File: src/rtl/memtest_pkg.sv
package memtest_pkg;
    typedef enum logic [1:0] {
        ST_IDLE  = 2'd0,
        ST_BURST = 2'd1,
        ST_DONE  = 2'd2
    } mtg_state_e;
endpackage

File: src/rtl/mtg_fit.sv
module mtg_fit #(
    parameter int IN_W  = 32,
    parameter int OUT_W = 32
) (
    input  logic [IN_W-1:0]  din,
    output logic [OUT_W-1:0] dout
);
    generate
        if (IN_W >= OUT_W) begin : g_trunc
            assign dout = din[OUT_W-1:0];
        end else begin : g_pad
            assign dout = {{(OUT_W-IN_W){1'b0}}, din};
        end
    endgenerate
endmodule

File: src/rtl/mtg_lfsr.sv
module mtg_lfsr #(
    parameter int               W    = 32,
    parameter logic [W-1:0]     TAPS = 32'h80200003,
    parameter logic [W-1:0]     SEED = 32'h00000001
) (
    input  logic         clk,
    input  logic         rst_n,
    input  logic         load,
    input  logic         step,
    output logic [W-1:0] state
);
    logic [W-1:0] nxt;

    always_comb begin
        nxt = state >> 1;
        if (state[0]) nxt = nxt ^ TAPS;
    end

    always_ff @(posedge clk) begin
        if (!rst_n)    state <= SEED;
        else if (load) state <= SEED;
        else if (step) state <= nxt;
    end


    lfsr_nonzero_chk: assert property (@(posedge clk) disable iff (!rst_n)
        state != '0);
endmodule

File: src/rtl/mtg_fsm.sv
module mtg_fsm
    import memtest_pkg::*;
#(
    parameter int CNT_W = 30
) (
    input  logic             clk,
    input  logic             rst_n,
    input  logic             start,
    input  logic             empty_run,
    input  logic [CNT_W-1:0] total,
    input  logic             ready,
    output logic             valid,
    output logic             done,
    output logic             load,
    output logic             accept,
    output logic [CNT_W-1:0] count
);
    mtg_state_e state_q, state_d;
    logic       last_word;

    assign last_word = (count == total - 1'b1);

    always_comb begin
        state_d = state_q;
        unique case (state_q)
            ST_IDLE, ST_DONE: begin
                if (start) state_d = empty_run ? ST_DONE : ST_BURST;
            end
            ST_BURST: begin
                if (accept && last_word) state_d = ST_DONE;
            end
            default: state_d = ST_IDLE;
        endcase
    end

    always_ff @(posedge clk) begin
        if (!rst_n) state_q <= ST_IDLE;
        else        state_q <= state_d;
    end

    always_comb begin
        valid  = (state_q == ST_BURST);
        done   = (state_q == ST_DONE);
        load   = start && (state_q != ST_BURST);
        accept = valid && ready;
    end

    always_ff @(posedge clk) begin
        if (!rst_n)      count <= '0;
        else if (load)   count <= '0;
        else if (accept) count <= count + 1'b1;
    end


    stall_hold_chk: assert property (@(posedge clk) disable iff (!rst_n)
        valid && !ready |=> valid && $stable(count));

    done_sticky_chk: assert property (@(posedge clk) disable iff (!rst_n)
        done && !start |=> done);

    done_excl_chk: assert property (@(posedge clk) disable iff (!rst_n)
        !(valid && done));

    count_bound_chk: assert property (@(posedge clk) disable iff (!rst_n)
        valid |-> count < total);
endmodule

File: src/rtl/mtg_addr_gen.sv
module mtg_addr_gen #(
    parameter int WADDR_W = 30,
    parameter int CNT_W   = 30,
    parameter int LFSR_W  = 32
) (
    input  logic [WADDR_W-1:0] base_word,
    input  logic [WADDR_W-1:0] mask,
    input  logic [CNT_W-1:0]   count,
    input  logic [LFSR_W-1:0]  lfsr,
    input  logic               rand_addr,
    output logic [WADDR_W-1:0] addr
);
    logic [WADDR_W-1:0] cnt_off, lfsr_off, off;

    mtg_fit #(.IN_W(CNT_W),  .OUT_W(WADDR_W)) u_fit_cnt  (.din(count), .dout(cnt_off));
    mtg_fit #(.IN_W(LFSR_W), .OUT_W(WADDR_W)) u_fit_lfsr (.din(lfsr),  .dout(lfsr_off));

    always_comb begin
        off  = rand_addr ? lfsr_off : cnt_off;
        addr = base_word + (off & mask);
    end
endmodule

File: src/rtl/memtest_wrgen.sv
module memtest_wrgen
    import memtest_pkg::*;
#(
    parameter int                DATA_W    = 32,
    parameter int                ADDR_W    = 32,
    parameter int                LEN_W     = 32,
    parameter int                LFSR_W    = 32,
    parameter logic [LFSR_W-1:0] LFSR_TAPS = 32'h80200003,
    parameter logic [LFSR_W-1:0] LFSR_SEED = 32'h00000001,
    localparam int               BYTES     = DATA_W / 8,
    localparam int               BSH       = $clog2(BYTES),
    localparam int               WADDR_W   = ADDR_W - BSH,
    localparam int               CNT_W     = LEN_W - BSH
) (
    input  logic               clk,
    input  logic               rst_n,
    input  logic [ADDR_W-1:0]  cfg_base,
    input  logic [ADDR_W-1:0]  cfg_end,
    input  logic [LEN_W-1:0]   cfg_len,
    input  logic               cfg_rand_data,
    input  logic               cfg_rand_addr,
    input  logic               start,
    output logic               done,
    output logic               cmd_valid,
    input  logic               cmd_ready,
    output logic [WADDR_W-1:0] cmd_addr,
    output logic [DATA_W-1:0]  cmd_wdata
);
    logic [WADDR_W-1:0] base_wq, mask_q;
    logic [CNT_W-1:0]   total_q, count, cfg_total;
    logic               rdata_q, raddr_q;
    logic               load, accept;
    logic [LFSR_W-1:0]  lfsr;
    logic [DATA_W-1:0]  cnt_data, lfsr_data;

    assign cfg_total = cfg_len[LEN_W-1:BSH];

    always_ff @(posedge clk) begin
        if (!rst_n) begin
            base_wq <= '0;
            mask_q  <= '0;
            total_q <= '0;
            rdata_q <= 1'b0;
            raddr_q <= 1'b0;
        end else if (load) begin
            base_wq <= cfg_base[ADDR_W-1:BSH];
            mask_q  <= cfg_end[ADDR_W-1:BSH] - cfg_base[ADDR_W-1:BSH] - 1'b1;
            total_q <= cfg_total;
            rdata_q <= cfg_rand_data;
            raddr_q <= cfg_rand_addr;
        end
    end

    mtg_fsm #(.CNT_W(CNT_W)) u_fsm (
        .clk       (clk),
        .rst_n     (rst_n),
        .start     (start),
        .empty_run (cfg_total == '0),
        .total     (total_q),
        .ready     (cmd_ready),
        .valid     (cmd_valid),
        .done      (done),
        .load      (load),
        .accept    (accept),
        .count     (count)
    );

    mtg_lfsr #(.W(LFSR_W), .TAPS(LFSR_TAPS), .SEED(LFSR_SEED)) u_lfsr (
        .clk   (clk),
        .rst_n (rst_n),
        .load  (load),
        .step  (accept),
        .state (lfsr)
    );

    mtg_addr_gen #(.WADDR_W(WADDR_W), .CNT_W(CNT_W), .LFSR_W(LFSR_W)) u_addr (
        .base_word (base_wq),
        .mask      (mask_q),
        .count     (count),
        .lfsr      (lfsr),
        .rand_addr (raddr_q),
        .addr      (cmd_addr)
    );

    mtg_fit #(.IN_W(CNT_W),  .OUT_W(DATA_W)) u_fit_cdat (.din(count), .dout(cnt_data));
    mtg_fit #(.IN_W(LFSR_W), .OUT_W(DATA_W)) u_fit_ldat (.din(lfsr),  .dout(lfsr_data));

    assign cmd_wdata = rdata_q ? lfsr_data : cnt_data;


    cmd_stable_chk: assert property (@(posedge clk) disable iff (!rst_n)
        cmd_valid && !cmd_ready |=> cmd_valid && $stable(cmd_addr) && $stable(cmd_wdata));

    in_window_chk: assert property (@(posedge clk) disable iff (!rst_n)
        cmd_valid |-> (cmd_addr - base_wq) <= mask_q);

    cfg_frozen_chk: assert property (@(posedge clk) disable iff (!rst_n)
        cmd_valid && $past(cmd_valid) |-> $stable(base_wq) && $stable(total_q));
endmodule

File: config.mk
export PLATFORM = sky130hd
export DESIGN_NAME = memtest_wrgen
export DESIGN_NICKNAME = d
export VERILOG_FILES = /design/src/rtl/memtest_pkg.sv /design/src/rtl/mtg_fit.sv /design/src/rtl/mtg_lfsr.sv /design/src/rtl/mtg_fsm.sv /design/src/rtl/mtg_addr_gen.sv /design/src/rtl/memtest_wrgen.sv
export SDC_FILE = /design/constraint.sdc
export NUM_CORES = 1
export LEC_CHECK = 0
export CAP_MARGIN = 10
export CORE_MARGIN = 3
export CORE_UTILIZATION = 51
export CTS_BUF_LIST = sky130_fd_sc_hd__clkbuf_4 sky130_fd_sc_hd__clkbuf_8
export CTS_CLUSTER_SIZE = 28
export DETAILED_ROUTE_END_ITERATION = 8
export PLACE_DENSITY = 0.77
export REMOVE_ABC_BUFFERS = 1
export SETUP_SLACK_MARGIN = 0.02
export SLEW_MARGIN = 10
export SYNTH_ARGS = -nofsm -noshare
export SYNTH_HDL_FRONTEND = slang
export SYNTH_HIERARCHICAL = 1
export SYNTH_SLANG_ARGS = --single-unit
export TNS_END_PERCENT = 50
File: constraint.sdc
create_clock -name clk -period 4.9 [get_ports clk]
set_clock_uncertainty 0.15 [all_clocks]
set_input_delay 0.98 -clock clk [delete_from_list [all_inputs] [get_ports clk]]
set_output_delay 0.98 -clock clk [all_outputs]
set_load 0.1 [all_outputs]
==> results by group <==
Clocking
  • Post-CTS sizing: 0
  • Clock buffer depth: 2
  • CTS tree: built
  • CTS Hold Bufs: 0
  • Postcts setup bufs: 0
  • TritonCTS buffer count: 17
  • Clock Tree Root: clkbuf_8
  • Clk Latency, worst-skew pair: 470 ps
  • TritonCTS Sinks: 156
  • Htree depth: 4
  • Clock Pin Slew Worst Setup and Hold Paths: 110 ps

Drt
  • DRT iter0 DRCs: roughly 720
  • Drt drc: 0
  • Avg WL per Cell: between 15 and 20 um
  • DR pass1 iterations: 5
  • Via-to-Cell Ratio: 5.68
  • Via count: ~10,000
  • Wirelength, routed: approximately 32 mm
  • Antenna Violating Nets Remaining: 0

Synth
  • Synth async-reset ratio: 0%
  • Synth cell types: 91
  • Register area share after synthesis: 24.4%
  • Number of flops mapped to enable cells by yosys: 0
  • Post-synthesis compound-gate area fraction: 13.2%
  • Top post-synthesis cells by area: dfxtp_1 (24%), mux2i_1 (10%), buf_4 (9.0%)
  • Cell area after synthesis: approximately 0.013 mm^2
  • Dominant synthesized flop cell: dfxtp_1
  • Main combinational cell family by area after synthesis: simple AND/OR/NAND/NOR gates
  • Simple-gate portion of the synthesized area: 22.4%
  • Mapped Cells: 1,535
  • Area leader, netlist: dfxtp_1
  • Syn. warnings: 6
  • Number of synthesized register bits: 156
  • Synth Area per Inst: 8.34 um^2
  • Post-Synth XOR/XNOR Area: just over 7%
  • Synth Area in Adders: 6.18%
  • Post-synthesis mux area share: 13.5%
  • Synth top area share: 24.4%

STA
  • Crit path time final: between 4000 and 5000 ps
  • RSZ-0062 raised after global routing: true
  • Max_slew headroom: 26.5%
  • Slew Limit Fails: 0
  • FMAX: approximately 210 MHz
  • Total Negative Setup Slacks: 0 ps
  • Worst setup margin: approximately 180 ps
  • Period utilization: 96.4%
  • Final setup viols: 0
  • Fin. Hold Viols: 0
  • Worst slew pin tran: 1100 ps

Setup path
  • Worst Setup SP: raddr_q
  • Reg-to-reg critical path startpoint: total_q[0]
  • Worst setup path end: cmd_addr[22]
  • Worst setup path category: flop to primary output
  • FF-to-FF End: u_fsm/state_q[0]
  • Critical path startpoint category: flop
  • Critical path data required time: around 3800 ps
  • Crit end category: primary output
  • Signal arrival time at the worst endpoint: 3590 ps
  • Worst r2r path cells: 9
  • Crit-path max FO: 15
  • R2r setup slk: between 1500 and 2000 ps

Floorplanning
  • Die area: 0.0270 mm^2
  • # rows: 57
  • IO Count: 166
  • Initial core utilization: between 50% and 60%
  • Width of the die: between 150 and 200 um
  • Die height: 164 um
  • Core area: 0.0245 mm^2

Layout
  • Fraction of layout cells with a size suffix above 1: 13.2%
  • Fin nets: around 1,700
  • Filler instances: approximately 2,200
  • Most frequent cells in the layout: dfxtp_1 (154), mux2i_1 (133), nor2_1 (128)
  • Most common cell after layout, fill and taps aside: dfxtp_1
  • Syn-to-layout area delta: 10.2%
  • Final core utilization: 57.7%
  • # diodes: 0

Placement
  • Dpl ws: approximately 590 ps
  • Hpwl dp: 25.3 mm
  • GPL Wtd Cong: 0.927
  • Port Buffers: 159

GRT
  • Met3 Use GR: 2.91%
  • Global-route wire length before repair: 50.7 mm
  • M1 GR Usage: a little under a third
  • GRT Total Usage: between 20% and 30%
  • Met2 usage: 39.8%
  • Global route hottest layer: met2
  • Vias in the first global route: around 9,900
  • Pin count of the biggest net entering global routing: 43
  • Initial antenna violation count: 0
  • Total global routing overflow: 0

Min path
  • Hold Crit Class: flop to flop

Power
  • Maximum vdd ir drop: between 0.1 and 0.15 mV
  • Pleak: 5.55 nW
  • PD cells: 238 mW/mm^2

Outcome
  • Outcome: completed

Flow run
  • Max-Cap Viols: 0
[cell usage after synthesis (11+ instances only)]
master / count
a21o_1: 18
a21oi_1: 66
a31oi_1: 11
and3_1: 15
buf_2: 19
buf_4: 153
clkbuf_1: 39
dfxtp_1: 156
ha_1: 60
inv_1: 50
mux2_2: 34
mux2i_1: 133
nand2_1: 83
nand3_1: 51
nand4_1: 28
nor2_1: 128
nor2b_1: 107
nor3_1: 24
nor4_1: 15
o211ai_1: 12
o21ai_0: 36
xnor2_1: 67
xor2_1: 38
[routing by layer]
layer	part of all wire [%]	wire length, um
met1	44	14300
met2	49	15700
met3	4.1	1340
met4	3.3	1080
met5	0	0
[final cells by class]
class                      instances  area, um^2  area share (%)
tap                              324         405            2.87
sequential                       156        3130            22.2
clock buffer                      17         234            1.66
clock inverter                    15         153            1.08
multi-input combinational       1110        8070            57.2
inverter                          50         188            1.33
timing repair buffer             174        1920            13.6
[stage by stage]
stage	std cells	hold slack (ps)	instance area, um^2	power (mW)
6_report	1846	311	14100	3.36
5_1_grt	1846	346	14100	3.52
4_1_cts	1845	309	14000	3.37
3_5_place_dp	1813	297	13600	2.40
3_3_place_gp	1813	291	13600	2.38
2_1_floorplan	1316	267	11300	2.09
[power breakdown]
group	total [mW]	internal [mW]	switching, mW	leakage, nW
clock network	0.975	0.420	0.555	0.195
registers	1.39	1.33	0.0655	1.27
logic	0.992	0.415	0.577	4.08
[flip-flops by register name, summed over array words and instances (netlist names)]
signal / cells
u_fsm/state_q: 2
u_lfsr/state: 32
mask_q: 30
base_wq: 30
raddr_q: 1
u_fsm/count: 30
rdata_q: 1
total_q: 30
[how the worst min path moves through the flow]
stage                     from         end  slack (ps)  cells past startpoint
detailed placement  mask_q[20]  mask_q[20]         300                      2
floorplan           mask_q[28]  mask_q[28]         270                      2
global route        mask_q[11]  mask_q[11]         350                      2
global placement    mask_q[20]  mask_q[20]         290                      2
finish              mask_q[20]  mask_q[20]         310                      2
CTS                 mask_q[20]  mask_q[20]         310                      2
[kinds of logic (layout without fill, tap and decap cells)]
kind of cell	count (synthesis)	in the layout
multiplexers	168	168
AND/OR/NAND/NOR	532	532
XOR/XNOR	105	105
other	1	2
AO/OA/AOI/OAI	241	241
flip-flops	156	156
buffers and inverters	270	256
adder cells (fa/ha/maj)	62	62
[critical path: stages (launching register included)]
cell,delay (ps)
dfxtp_4,400
buf_12,170
mux2_2,230
nand2_1,90
fa_1,480
nor2b_4,160
o211ai_1,150
a211oi_2,280
o21ai_2,130
a31oi_2,240
o21ai_0,150
xnor2_1,400
buf_12,230
Note: power is estimated with default switching activity, not from simulation.
